==> src/rtl/sad_pkg.sv <==
package sad_pkg;
  localparam int SAMPLE_W   = 16;
  localparam int SLOT_SHORT = 24;
  localparam int SLOT_LONG  = 32;

  // bundle of asynchronous pins passed through the synchronizer
  typedef struct packed {
    logic bclk;
    logic lrck;
    logic sdata;
    logic slot32;
    logic msb_first;
    logic front;
  } pins_t;
endpackage

==> src/rtl/sad_sync.sv <==
module sad_sync #(
  parameter int W      = 1,
  parameter int STAGES = 2
) (
  input  logic         clk,
  input  logic         rst,
  input  logic [W-1:0] d,
  output logic [W-1:0] q
);
  logic [W-1:0] stg [STAGES];

  always_ff @(posedge clk) begin
    if (rst) stg[0] <= '0;
    else     stg[0] <= d;
  end

  for (genvar i = 1; i < STAGES; i++) begin : g_stage
    always_ff @(posedge clk) begin
      if (rst) stg[i] <= '0;
      else     stg[i] <= stg[i-1];
    end
  end

  assign q = stg[STAGES-1];
endmodule

==> src/rtl/sad_slot.sv <==
module sad_slot
  import sad_pkg::*;
#(
  parameter int SW = SAMPLE_W,
  parameter int SA = SLOT_SHORT,
  parameter int SB = SLOT_LONG
) (
  input  logic          clk,
  input  logic          rst,
  input  logic          bit_stb,
  input  logic          lr,
  input  logic          sd,
  input  logic          slot32,
  input  logic          msb_first,
  input  logic          front,
  output logic          done,
  output logic          done_ch1,
  output logic [SW-1:0] word
);
  localparam int CW = $clog2(SB) + 1;
  localparam logic [CW-1:0] POS_IDLE = '1;
  localparam logic [CW-1:0] START_A  = CW'(SA - SW);
  localparam logic [CW-1:0] START_BR = CW'(SB - SW);
  localparam logic [CW-1:0] START_BF = '0;
  localparam logic [CW-1:0] LAST_OFS = CW'(SW - 1);

  logic [CW-1:0] cnt, pos, start_pos, end_pos;
  logic          lr_prev, restart, in_field, last_bit;
  logic [SW-1:0] sh, sh_next;

  always_comb begin
    restart = bit_stb && (lr != lr_prev);
    pos     = restart ? '0 : cnt;
    if (!slot32)    start_pos = START_A;
    else if (front) start_pos = START_BF;
    else            start_pos = START_BR;
    end_pos  = start_pos + LAST_OFS;
    in_field = bit_stb && (pos >= start_pos) && (pos <= end_pos);
    last_bit = in_field && (pos == end_pos);
    sh_next  = msb_first ? {sh[SW-2:0], sd} : {sd, sh[SW-1:1]};
  end

  always_ff @(posedge clk) begin
    if (rst) begin
      cnt      <= POS_IDLE;
      lr_prev  <= 1'b0;
      sh       <= '0;
      done     <= 1'b0;
      done_ch1 <= 1'b0;
      word     <= '0;
    end else begin
      done <= last_bit;
      if (bit_stb) begin
        lr_prev <= lr;
        if (restart)              cnt <= CW'(1);
        else if (cnt != POS_IDLE) cnt <= cnt + 1'b1;
      end
      if (in_field) sh <= sh_next;
      if (last_bit) begin
        word     <= sh_next;
        done_ch1 <= lr;
      end
    end
  end

  // a finished field always follows a bit-clock edge one cycle earlier
  property p_done_after_bit;
    @(posedge clk) disable iff (rst) done |-> $past(bit_stb);
  endproperty
  assert_done_after_bit_R2: assert property (p_done_after_bit);
endmodule

==> src/rtl/serial_audio_deser.sv <==
module serial_audio_deser
  import sad_pkg::*;
#(
  parameter int SAMPLE_BITS = SAMPLE_W,
  parameter int SYNC_STAGES = 2
) (
  input  logic                   clk,
  input  logic                   rst,
  input  logic                   bclk_i,
  input  logic                   lrck_i,
  input  logic                   sdata_i,
  input  logic                   slot32_i,
  input  logic                   msb_first_i,
  input  logic                   front_i,
  output logic [SAMPLE_BITS-1:0] ch1_o,
  output logic [SAMPLE_BITS-1:0] ch2_o,
  output logic                   valid_o
);
  localparam int PW = $bits(pins_t);

  pins_t raw, syn;
  logic  bclk_q, bit_stb;
  logic  done, done_ch1, ch1_ok;
  logic [SAMPLE_BITS-1:0] word, ch1_hold;

  assign raw = '{bclk: bclk_i, lrck: lrck_i, sdata: sdata_i,
                 slot32: slot32_i, msb_first: msb_first_i, front: front_i};

  sad_sync #(.W(PW), .STAGES(SYNC_STAGES)) u_sync (
    .clk (clk),
    .rst (rst),
    .d   (raw),
    .q   (syn)
  );

  always_ff @(posedge clk) begin
    if (rst) bclk_q <= 1'b0;
    else     bclk_q <= syn.bclk;
  end
  assign bit_stb = syn.bclk & ~bclk_q;

  sad_slot #(.SW(SAMPLE_BITS)) u_slot (
    .clk       (clk),
    .rst       (rst),
    .bit_stb   (bit_stb),
    .lr        (syn.lrck),
    .sd        (syn.sdata),
    .slot32    (syn.slot32),
    .msb_first (syn.msb_first),
    .front     (syn.front),
    .done      (done),
    .done_ch1  (done_ch1),
    .word      (word)
  );

  always_ff @(posedge clk) begin
    if (rst) begin
      ch1_hold <= '0;
      ch1_ok   <= 1'b0;
      ch1_o    <= '0;
      ch2_o    <= '0;
      valid_o  <= 1'b0;
    end else begin
      valid_o <= 1'b0;
      if (done && done_ch1) begin
        ch1_hold <= word;
        ch1_ok   <= 1'b1;
      end else if (done && ch1_ok) begin
        ch1_o   <= ch1_hold;
        ch2_o   <= word;
        valid_o <= 1'b1;
        ch1_ok  <= 1'b0;
      end
    end
  end

  property p_edge_gap;
    @(posedge clk) disable iff (rst) bit_stb |=> !bit_stb;
  endproperty
  assert_edge_gap_R2: assert property (p_edge_gap);

  property p_strobe_one;
    @(posedge clk) disable iff (rst) valid_o |=> !valid_o;
  endproperty
  assert_strobe_one_R7: assert property (p_strobe_one);

  property p_hold;
    @(posedge clk) disable iff (rst) !valid_o |-> ($stable(ch1_o) && $stable(ch2_o));
  endproperty
  assert_hold_R7: assert property (p_hold);

  property p_pair;
    @(posedge clk) disable iff (rst) valid_o |-> $past(done && !done_ch1);
  endproperty
  assert_pair_R8: assert property (p_pair);
endmodule

==> config.mk <==
export PLATFORM = sky130hd
export DESIGN_NAME = serial_audio_deser
export DESIGN_NICKNAME = d
export VERILOG_FILES = /design/src/rtl/sad_pkg.sv /design/src/rtl/sad_sync.sv /design/src/rtl/sad_slot.sv /design/src/rtl/serial_audio_deser.sv
export SDC_FILE = /design/constraint.sdc
export NUM_CORES = 1
export LEC_CHECK = 0
export ABC_AREA = 0
export CORE_ASPECT_RATIO = 0.75
export CORE_MARGIN = 5
export CORE_UTILIZATION = 55
export DETAILED_ROUTE_END_ITERATION = 10
export PLACE_DENSITY = 0.77
export REMOVE_ABC_BUFFERS = 1
export SYNTH_ARGS = -nofsm -noshare
export SYNTH_HDL_FRONTEND = slang
export SYNTH_SLANG_ARGS = --single-unit
==> constraint.sdc <==
create_clock -name clk -period 5.7 [get_ports clk]
set_clock_uncertainty 0.05 [all_clocks]
set_input_delay 1.14 -clock clk [delete_from_list [all_inputs] [get_ports clk]]
set_output_delay 1.14 -clock clk [all_outputs]
set_load 0.05 [all_outputs]
==> load_flow_metrics.sql, run 1 <==
INSERT INTO impl_metrics (metric_group, metric, value, unit) VALUES
('drt', 'drc', '0', ''),
('sta', 'fin_crit_sh', '0.5292', ''),
('floorplan', 'initial_core_util', '0.5672', ''),
('critical_path', 'rr_worst_depth', '8', ''),
('floorplan', 'chipWidth', '110.9', 'um'),
('critical_path', 'r2r_end', 'u_slot.word[0]$_SDFFE_PP0P_', ''),
('placement', 'place_hpwl', '5283', 'um'),
('drt', 'drt-total-wl', '7685', 'um'),
('layout', 'num_antenna_cells', '0', ''),
('sta', 'hold_violations_final', '0', ''),
('clock_network', 'clock_latency', '0.37', 'ns'),
('synthesis', 'yosys_register_bits', '104', ''),
('drt', 'post_drt_wl_per_cell', '13.00', 'um'),
('clock_network', 'post_cts.repair.setup_buffers', '0', ''),
('critical_path', 'setup.worst_path.end_class', 'flip-flop', ''),
('synthesis', 'post_synth_inst_count', '464', ''),
('clock_network', 'htreeDepth', '3', ''),
('power_and_ir_drop', 'intPower', '0.9233', 'mW'),
('drt', 'drtPass1Iterations', '4', ''),
('critical_path', 'critical-path-top-cell-by-count', 'sky130_fd_sc_hd__nor2b_1', ''),
('clock_network', 'clock_path_buffers', '2', ''),
('power_and_ir_drop', 'power.total', '1.219', 'mW'),
('layout', 'finalNetCount', '499', ''),
('sta', 'max_freq', '331.5', 'MHz'),
('synthesis', 'synthTopCellsByArea', 'sky130_fd_sc_hd__dfxtp_1 (50%), sky130_fd_sc_hd__mux2i_1 (12%), sky130_fd_sc_hd__nand2_1 (9.5%), sky130_fd_sc_hd__a21oi_1 (6.6%), sky130_fd_sc_hd__nand2b_1 (5.5%)', ''),
('drt', 'via_count', '3077', ''),
('sta', 'worst_pin_slew', '1.197', 'ns'),
('critical_path', 'cp_slowest_stage_delay', '0.64', 'ns'),
('clock_network', 'post_cts_resized', '0', ''),
('critical_path', 'worst-setup-path-type', 'reg -> reg', ''),
('synthesis', 'async_flop_share', '0', ''),
('clock_network', 'clock_sink_count', '104', ''),
('critical_path', 'setup.worst_path.start', 'u_sync.stg[1][5]$_SDFF_PP0_', ''),
('drt', 'vias_per_cell', '5.206', ''),
('min_path', 'hold-path-endpoint', 'u_sync.stg[1][3]$_SDFF_PP0_', ''),
('global_routing', 'grt_first_pass_wirelength', '13520', 'um'),
('drt', 'drtAntennaViolNets', '0', ''),
('global_routing', 'grt_start_max_net_pins', '81', ''),
('sta', 'finalSetupTns', '0', 'ns'),
('synthesis', 'synth.avg_cell_area', '9.044', 'um2'),
('global_routing', 'grt_antenna_before_repair', '0', ''),
('sta', 'slew-limit-headroom', '0.2014', ''),
('sta', 'final.hold.worst_slack', '0.3938', 'ns'),
('layout', 'fillCellCount', '617', ''),
('critical_path', 'critical-path-slowest-cell', 'sky130_fd_sc_hd__a31o_2', ''),
('power_and_ir_drop', 'power-per-cell-area', '256.2', 'nW/um2'),
('synthesis', 'post-synth-top-area-fraction', '0.4961', ''),
('placement', 'port_buffers', '40', ''),
('clock_network', 'post_cts_hold_buffer_count', '0', ''),
('critical_path', 'timing.critical_path.required', '5.95', 'ns'),
('min_path', 'hold_path_depth', '1', ''),
('synthesis', 'leading_area_contributor_after_synthesis', 'sky130_fd_sc_hd__dfxtp_1', ''),
('synthesis', 'post_synth_instance_area', '4197', 'um2'),
('power_and_ir_drop', 'power.net_switching', '0.2955', 'mW'),
('sta', 'rsz0062_at_grt', 'no', ''),
('floorplan', 'fp.coreArea', '7398', 'um2'),
('min_path', 'min_path_type', 'reg -> reg', ''),
('synthesis', 'postSynth.topFlopCell', 'sky130_fd_sc_hd__dfxtp_1', ''),
('drt', 'highest-signal-layer', 'met4', ''),
('global_routing', 'grt_pass1_vias', '2886', ''),
('min_path', 'min-delay-start', 'u_sync.stg[0][3]$_SDFF_PP0_', ''),
('status', 'run_status', 'complete, no violations', ''),
('power_and_ir_drop', 'switching_share', '0.2424', ''),
('synthesis', 'synth_cell_type_count', '35', ''),
('clock_network', 'cts.reportedPaths.clkPinSlew', '0.10', 'ns'),
('critical_path', 'start_kind', 'flip-flop', ''),
('synthesis', 'synth.yosys.seq_area_share', '0.4961', ''),
('critical_path', 'reg2reg_slack', '2.68', 'ns'),
('drt', 'initialDrtViolationCount', '135', ''),
('clock_network', 'cts_tree', 'done', ''),
('clock_network', 'ctsRootBufferMaster', 'sky130_fd_sc_hd__clkbuf_8', '');
-- worst max-delay path by stage --
stage / to / slack, ns / cells past startpoint
after floorplan: u_slot.sh[0]$_SDFFE_PP0P_ / 3.26 / 8
after global placement: u_slot.word[2]$_SDFFE_PP0P_ / 2.81 / 8
after detailed placement: u_slot.word[8]$_SDFFE_PP0P_ / 2.74 / 8
after CTS: u_slot.word[0]$_SDFFE_PP0P_ / 2.72 / 8
after global routing: u_slot.done_ch1$_SDFFE_PP0P_ / 2.41 / 8
final: u_slot.word[0]$_SDFFE_PP0P_ / 2.68 / 8
-- routing by layer --
metal | vias to the layer above | global-route usage
li1 | 1568 | -
met1 | 1448 | 0.2214
met2 | 55 | 0.2814
met3 | 6 | 0.05219
met4 | 0 | 0.05481
met5 | - | 0
-- layout make-up --
type                            instances  area (um2)  area share
Sequential cell                       104        2082      0.4377
Multi-Input combinational cell        327        1951      0.4100
Timing Repair Buffer                   41       402.9     0.08469
Tap cell                              101       126.4     0.02656
Clock buffer                            9       123.9     0.02604
Clock inverter                          7       63.81     0.01341
Inverter                                2       7.507    0.001578
-- stage by stage --
stage	area, um2	setup WS, ns	instances
final	4757	2.684	591
after global routing	4757	2.415	591
after global placement	4569	2.808	575
after CTS	4757	2.716	591
after detailed placement	4569	2.741	575
after floorplan	4038	3.259	433
-- registers in the layout (all words and copies together) (netlist names), 6 cells and up --
signal / flops
u_slot.word: 16
ch1_o: 16
ch1_hold: 16
u_sync.stg: 12
ch2_o: 16
u_slot.sh: 16
u_slot.cnt: 6
-- power by group through the flow --
stage	clock network, mW	registers (mW)	logic [mW]
6_report	0.431	0.737	0.0509
5_1_grt	0.475	0.739	0.0562
4_1_cts	0.442	0.737	0.0511
3_5_place_dp	0	0.754	0.0509
3_3_place_gp	0	0.754	0.0498
2_1_floorplan	0	0.753	0.0304
-- cell families after synthesis --
group / share of synthesized area
buf+inv: 0.03965
simple gates: 0.2257
other cells: 0.0008936
flops: 0.4961
compound gates: 0.09451
mux: 0.1193
xor+xnor: 0.005964
fa+ha+maj: 0.01789
-- Yosys cell counts, drive strengths merged, types with 3 or more instances --
master,n
nand3,4
and2,4
dfxtp,104
o21ai,3
a21oi,55
nand2b,37
or2,18
nor2,6
buf,7
nor2b,16
mux2i,50
ha,6
clkbuf,24
nand2,106
-- critical path, delay by kind of cell (launching register included) --
kind	cells	cell delay, ns
muxes	1	0.26
AOI/OAI and AO/OA	2	0.86
adders and majority gates	1	0.32
DFF	1	0.36
and+or+nand+nor	4	1.08
-- placed cells by master (no fill, tap or decap), drive strengths merged --
cell and n:
a211o 1, a211oi 1, a21o 2, a21oi 55, a31o 1, a31oi 1, a32o 1, a41oi 1
and2 4, and3 1, buf 2, clkbuf 9, clkdlybuf4s50 39, clkinv 2, clkinvlp 1, conb 1
dfxtp 104, ha 6, inv 6, mux2i 50, nand2 106, nand2b 37, nand3 4, nand4 1
nor2 6, nor2b 16, nor3 2, nor3b 1, o2111ai 2, o21ai 3, o21bai 1, o31ai 2
or2 18, or2b 1, xnor2 1, xor2 1
No activity file was read; power rests on OpenSTA's default activity.
==> inputs of run 2 (changes only) <==
--- a/config.mk
+++ b/config.mk
@@ -8,9 +8,9 @@
 export ABC_AREA = 0
 export CORE_ASPECT_RATIO = 0.75
 export CORE_MARGIN = 5
-export CORE_UTILIZATION = 55
+export CORE_UTILIZATION = 51
 export DETAILED_ROUTE_END_ITERATION = 10
-export PLACE_DENSITY = 0.77
+export PLACE_DENSITY = 0.75
 export REMOVE_ABC_BUFFERS = 1
 export SYNTH_ARGS = -nofsm -noshare
 export SYNTH_HDL_FRONTEND = slang
==> constraint.sdc (replaced) <==
create_clock -name clk -period 2.6 [get_ports clk]
set_clock_uncertainty 0.05 [all_clocks]
set_input_delay 0.52 -clock clk [delete_from_list [all_inputs] [get_ports clk]]
set_output_delay 0.52 -clock clk [all_outputs]
set_load 0.05 [all_outputs]
==> load_flow_metrics.sql, run 2 (same netlist as run 1, synthesis figures left out) <==
INSERT INTO impl_metrics (metric_group, metric, value, unit) VALUES
('status', 'run_status', 'complete, no violations', ''),
('placement', 'port_buffers', '40', ''),
('layout', 'fillCellCount', '708', ''),
('sta', 'setup_violations', '0', ''),
('clock_network', 'post_cts.repair.setup_buffers', '0', ''),
('layout', 'drive_above_1_share', '0.09839', ''),
('critical_path', 'timing.critical_path.arrival', '2.64', 'ns'),
('critical_path', 'crit_path_leading_delay_family', 'simple AND/OR/NAND/NOR gates', ''),
('floorplan', 'fp.dieArea', '10160', 'um2'),
('drt', 'vias_per_cell', '5.119', ''),
('global_routing', 'grt_pass1_vias', '2877', ''),
('flow_run', 'max_cap_violations', '0', ''),
('critical_path', 'critical_path.n_buffers_inverters', '1', ''),
('sta', 'worst_pin_slew', '0.6608', 'ns'),
('drt', 'drt-total-wl', '7843', 'um'),
('clock_network', 'clock_sink_count', '104', ''),
('power_and_ir_drop', 'power-per-cell-area', '551.6', 'nW/um2'),
('clock_network', 'cts_tree', 'done', ''),
('layout', 'fin_cells', '603', ''),
('critical_path', 'setup.worst_path.end_class', 'flip-flop', ''),
('global_routing', 'grt_util_all_layers', '0.1655', ''),
('drt', 'drc', '0', ''),
('drt', 'drtPass1Iterations', '4', ''),
('layout', 'finalNetCount', '507', ''),
('drt', 'initialDrtViolationCount', '165', ''),
('floorplan', 'row_count', '28', ''),
('layout', 'final_common_cell', 'sky130_fd_sc_hd__nand2_1', ''),
('floorplan', 'fp.coreArea', '7953', 'um2'),
('critical_path', 'start_kind', 'flip-flop', ''),
('layout', 'num_antenna_cells', '0', ''),
('clock_network', 'clock_path_buffers', '2', ''),
('critical_path', 'critical_path_cell_list', 'xor2_2, nand2_1, and2_1, ha_1, nor2b_1, o21ai_0, a32o_2, buf_12, mux2i_1', ''),
('sta', 'finalSetupTns', '0', 'ns'),
('sta', 'slew-limit-headroom', '0.5595', ''),
('min_path', 'min_path_type', 'reg -> reg', ''),
('critical_path', 'worst-path-max-fanout', '16', ''),
('power_and_ir_drop', 'leakage', '1.854', 'nW'),
('critical_path', 'worst-setup-path-type', 'reg -> reg', ''),
('global_routing', 'grt_remaining_overflow', '0', ''),
('clock_network', 'htreeDepth', '3', ''),
('critical_path', 'cp_slowest_stage_delay', '0.42', 'ns'),
('placement', 'gp_congestion', '0.8286', ''),
('sta', 'timing.final.max_slew_violations', '0', ''),
('layout', 'final_design_area_no_fill', '4858', 'um2'),
('floorplan', 'initial_core_util', '0.5277', ''),
('critical_path', 'critical-path-slowest-cell', 'sky130_fd_sc_hd__dfxtp_1', ''),
('global_routing', 'grt_antenna_before_repair', '0', ''),
('placement', 'place_hpwl', '5387', 'um'),
('clock_network', 'ctsRootBufferMaster', 'sky130_fd_sc_hd__clkbuf_8', ''),
('layout', 'finish.utilization', '0.6109', ''),
('drt', 'drtAntennaViolNets', '0', ''),
('clock_network', 'numCtsBuffers', '9', ''),
('sta', 'layout_min_cycle_time', '2.392', 'ns'),
('clock_network', 'clock_latency', '0.37', 'ns'),
('critical_path', 'timing.critical_path.required', '2.85', 'ns'),
('sta', 'fin_crit_sh', '0.9199', ''),
('floorplan', 'die_y', '88.56', 'um'),
('floorplan', 'chipWidth', '114.7', 'um'),
('clock_network', 'cts.reportedPaths.clkPinSlew', '0.10', 'ns'),
('layout', 'area_of_combinational_cells_with_multiple_inputs', '1951', 'um2'),
('placement', 'dp_cells', '587', ''),
('layout', 'final-seq-area', '2083', 'um2'),
('layout', 'areaGrowthSynthToFinish', '15.77', '%'),
('sta', 'postLayoutSetupSlackWorst', '0.2083', 'ns'),
('drt', 'post_drt_wl_per_cell', '13.01', 'um'),
('floorplan', 'boundaryPins', '41', ''),
('placement', 'detailed_place.area', '4672', 'um2'),
('global_routing', 'grt_first_pass_wirelength', '13570', 'um'),
('drt', 'via_count', '3087', ''),
('placement', 'placement.setup.worst_slack', '0.2307', 'ns'),
('sta', 'rsz0062_at_grt', 'no', ''),
('sta', 'max_freq', '418.1', 'MHz'),
('power_and_ir_drop', 'worst_ir_drop_vdd', '0.4370', 'mV'),
('layout', 'most-common-layout-cells', 'sky130_fd_sc_hd__nand2_1 (106), sky130_fd_sc_hd__dfxtp_1 (103), sky130_fd_sc_hd__a21oi_1 (55)', ''),
('global_routing', 'grt_start_max_net_pins', '48', ''),
('sta', 'hold_violations_final', '0', '');
==> run 2: final timing paths <==
check | start | to | slack, ns | cells past startpoint
min | u_sync.stg[0][3]$_SDFF_PP0_ | u_sync.stg[1][3]$_SDFF_PP0_ | 0.39 | 1
max | u_slot.lr_prev$_SDFFE_PP0P_ | u_slot.sh[10]$_SDFFE_PP0P_ | 0.21 | 9
min reg2reg | u_sync.stg[0][3]$_SDFF_PP0_ | u_sync.stg[1][3]$_SDFF_PP0_ | 0.39 | 1
max reg2reg | u_slot.lr_prev$_SDFFE_PP0P_ | u_slot.sh[10]$_SDFFE_PP0P_ | 0.21 | 9
==> run 2: final cells by class <==
cell class              count  share of cell area
clock inverters             7             0.01262
clock buffers               9             0.02550
repair buffers             49              0.1030
flip-flops and latches    104              0.4288
multi-input cells         327              0.4015
inverters                   2            0.001545
well taps                 105             0.02704
==> run 2: report_power, final <==
part	internal [mW]	switching (mW)	total, mW
Sequential	1.60	0.00753	1.61
Clock	0.367	0.573	0.939
Combinational	0.0616	0.0680	0.130
==> run 2: worst reg2reg max path, cell delays in order (launching register included) <==
cell                      delay (ns)
sky130_fd_sc_hd__dfxtp_1        0.42
sky130_fd_sc_hd__xor2_2         0.25
sky130_fd_sc_hd__nand2_1        0.12
sky130_fd_sc_hd__and2_1         0.20
sky130_fd_sc_hd__ha_1           0.31
sky130_fd_sc_hd__nor2b_1        0.13
sky130_fd_sc_hd__o21ai_0        0.21
sky130_fd_sc_hd__a32o_2         0.24
sky130_fd_sc_hd__buf_12         0.17
sky130_fd_sc_hd__mux2i_1        0.21
==> run 2: layer usage <==
layer	vias up	part of all wire	track usage	routed length (um)
li1	1581	-	-	-
met1	1437	0.53	0.2365	4172
met2	60	0.41	0.2525	3249
met3	9	0.045	0.04785	350
met4	0	0.0089	0.03198	70
met5	-	0	0	0
==> run 2: stage by stage <==
step	total power [mW]	hold WS, ns
3_5_place_dp	1.777	0.3704
6_report	2.680	0.3914
5_1_grt	2.797	0.4047
4_1_cts	2.711	0.3927
3_3_place_gp	1.775	0.3676
2_1_floorplan	1.716	0.3638
==> run 2: timing repair <==
action / 4_1_cts / 5_1_grt
endpoints found under the setup margin: 0 / 6
hold buffers: 0 / 0
resized for setup: 0 / 1
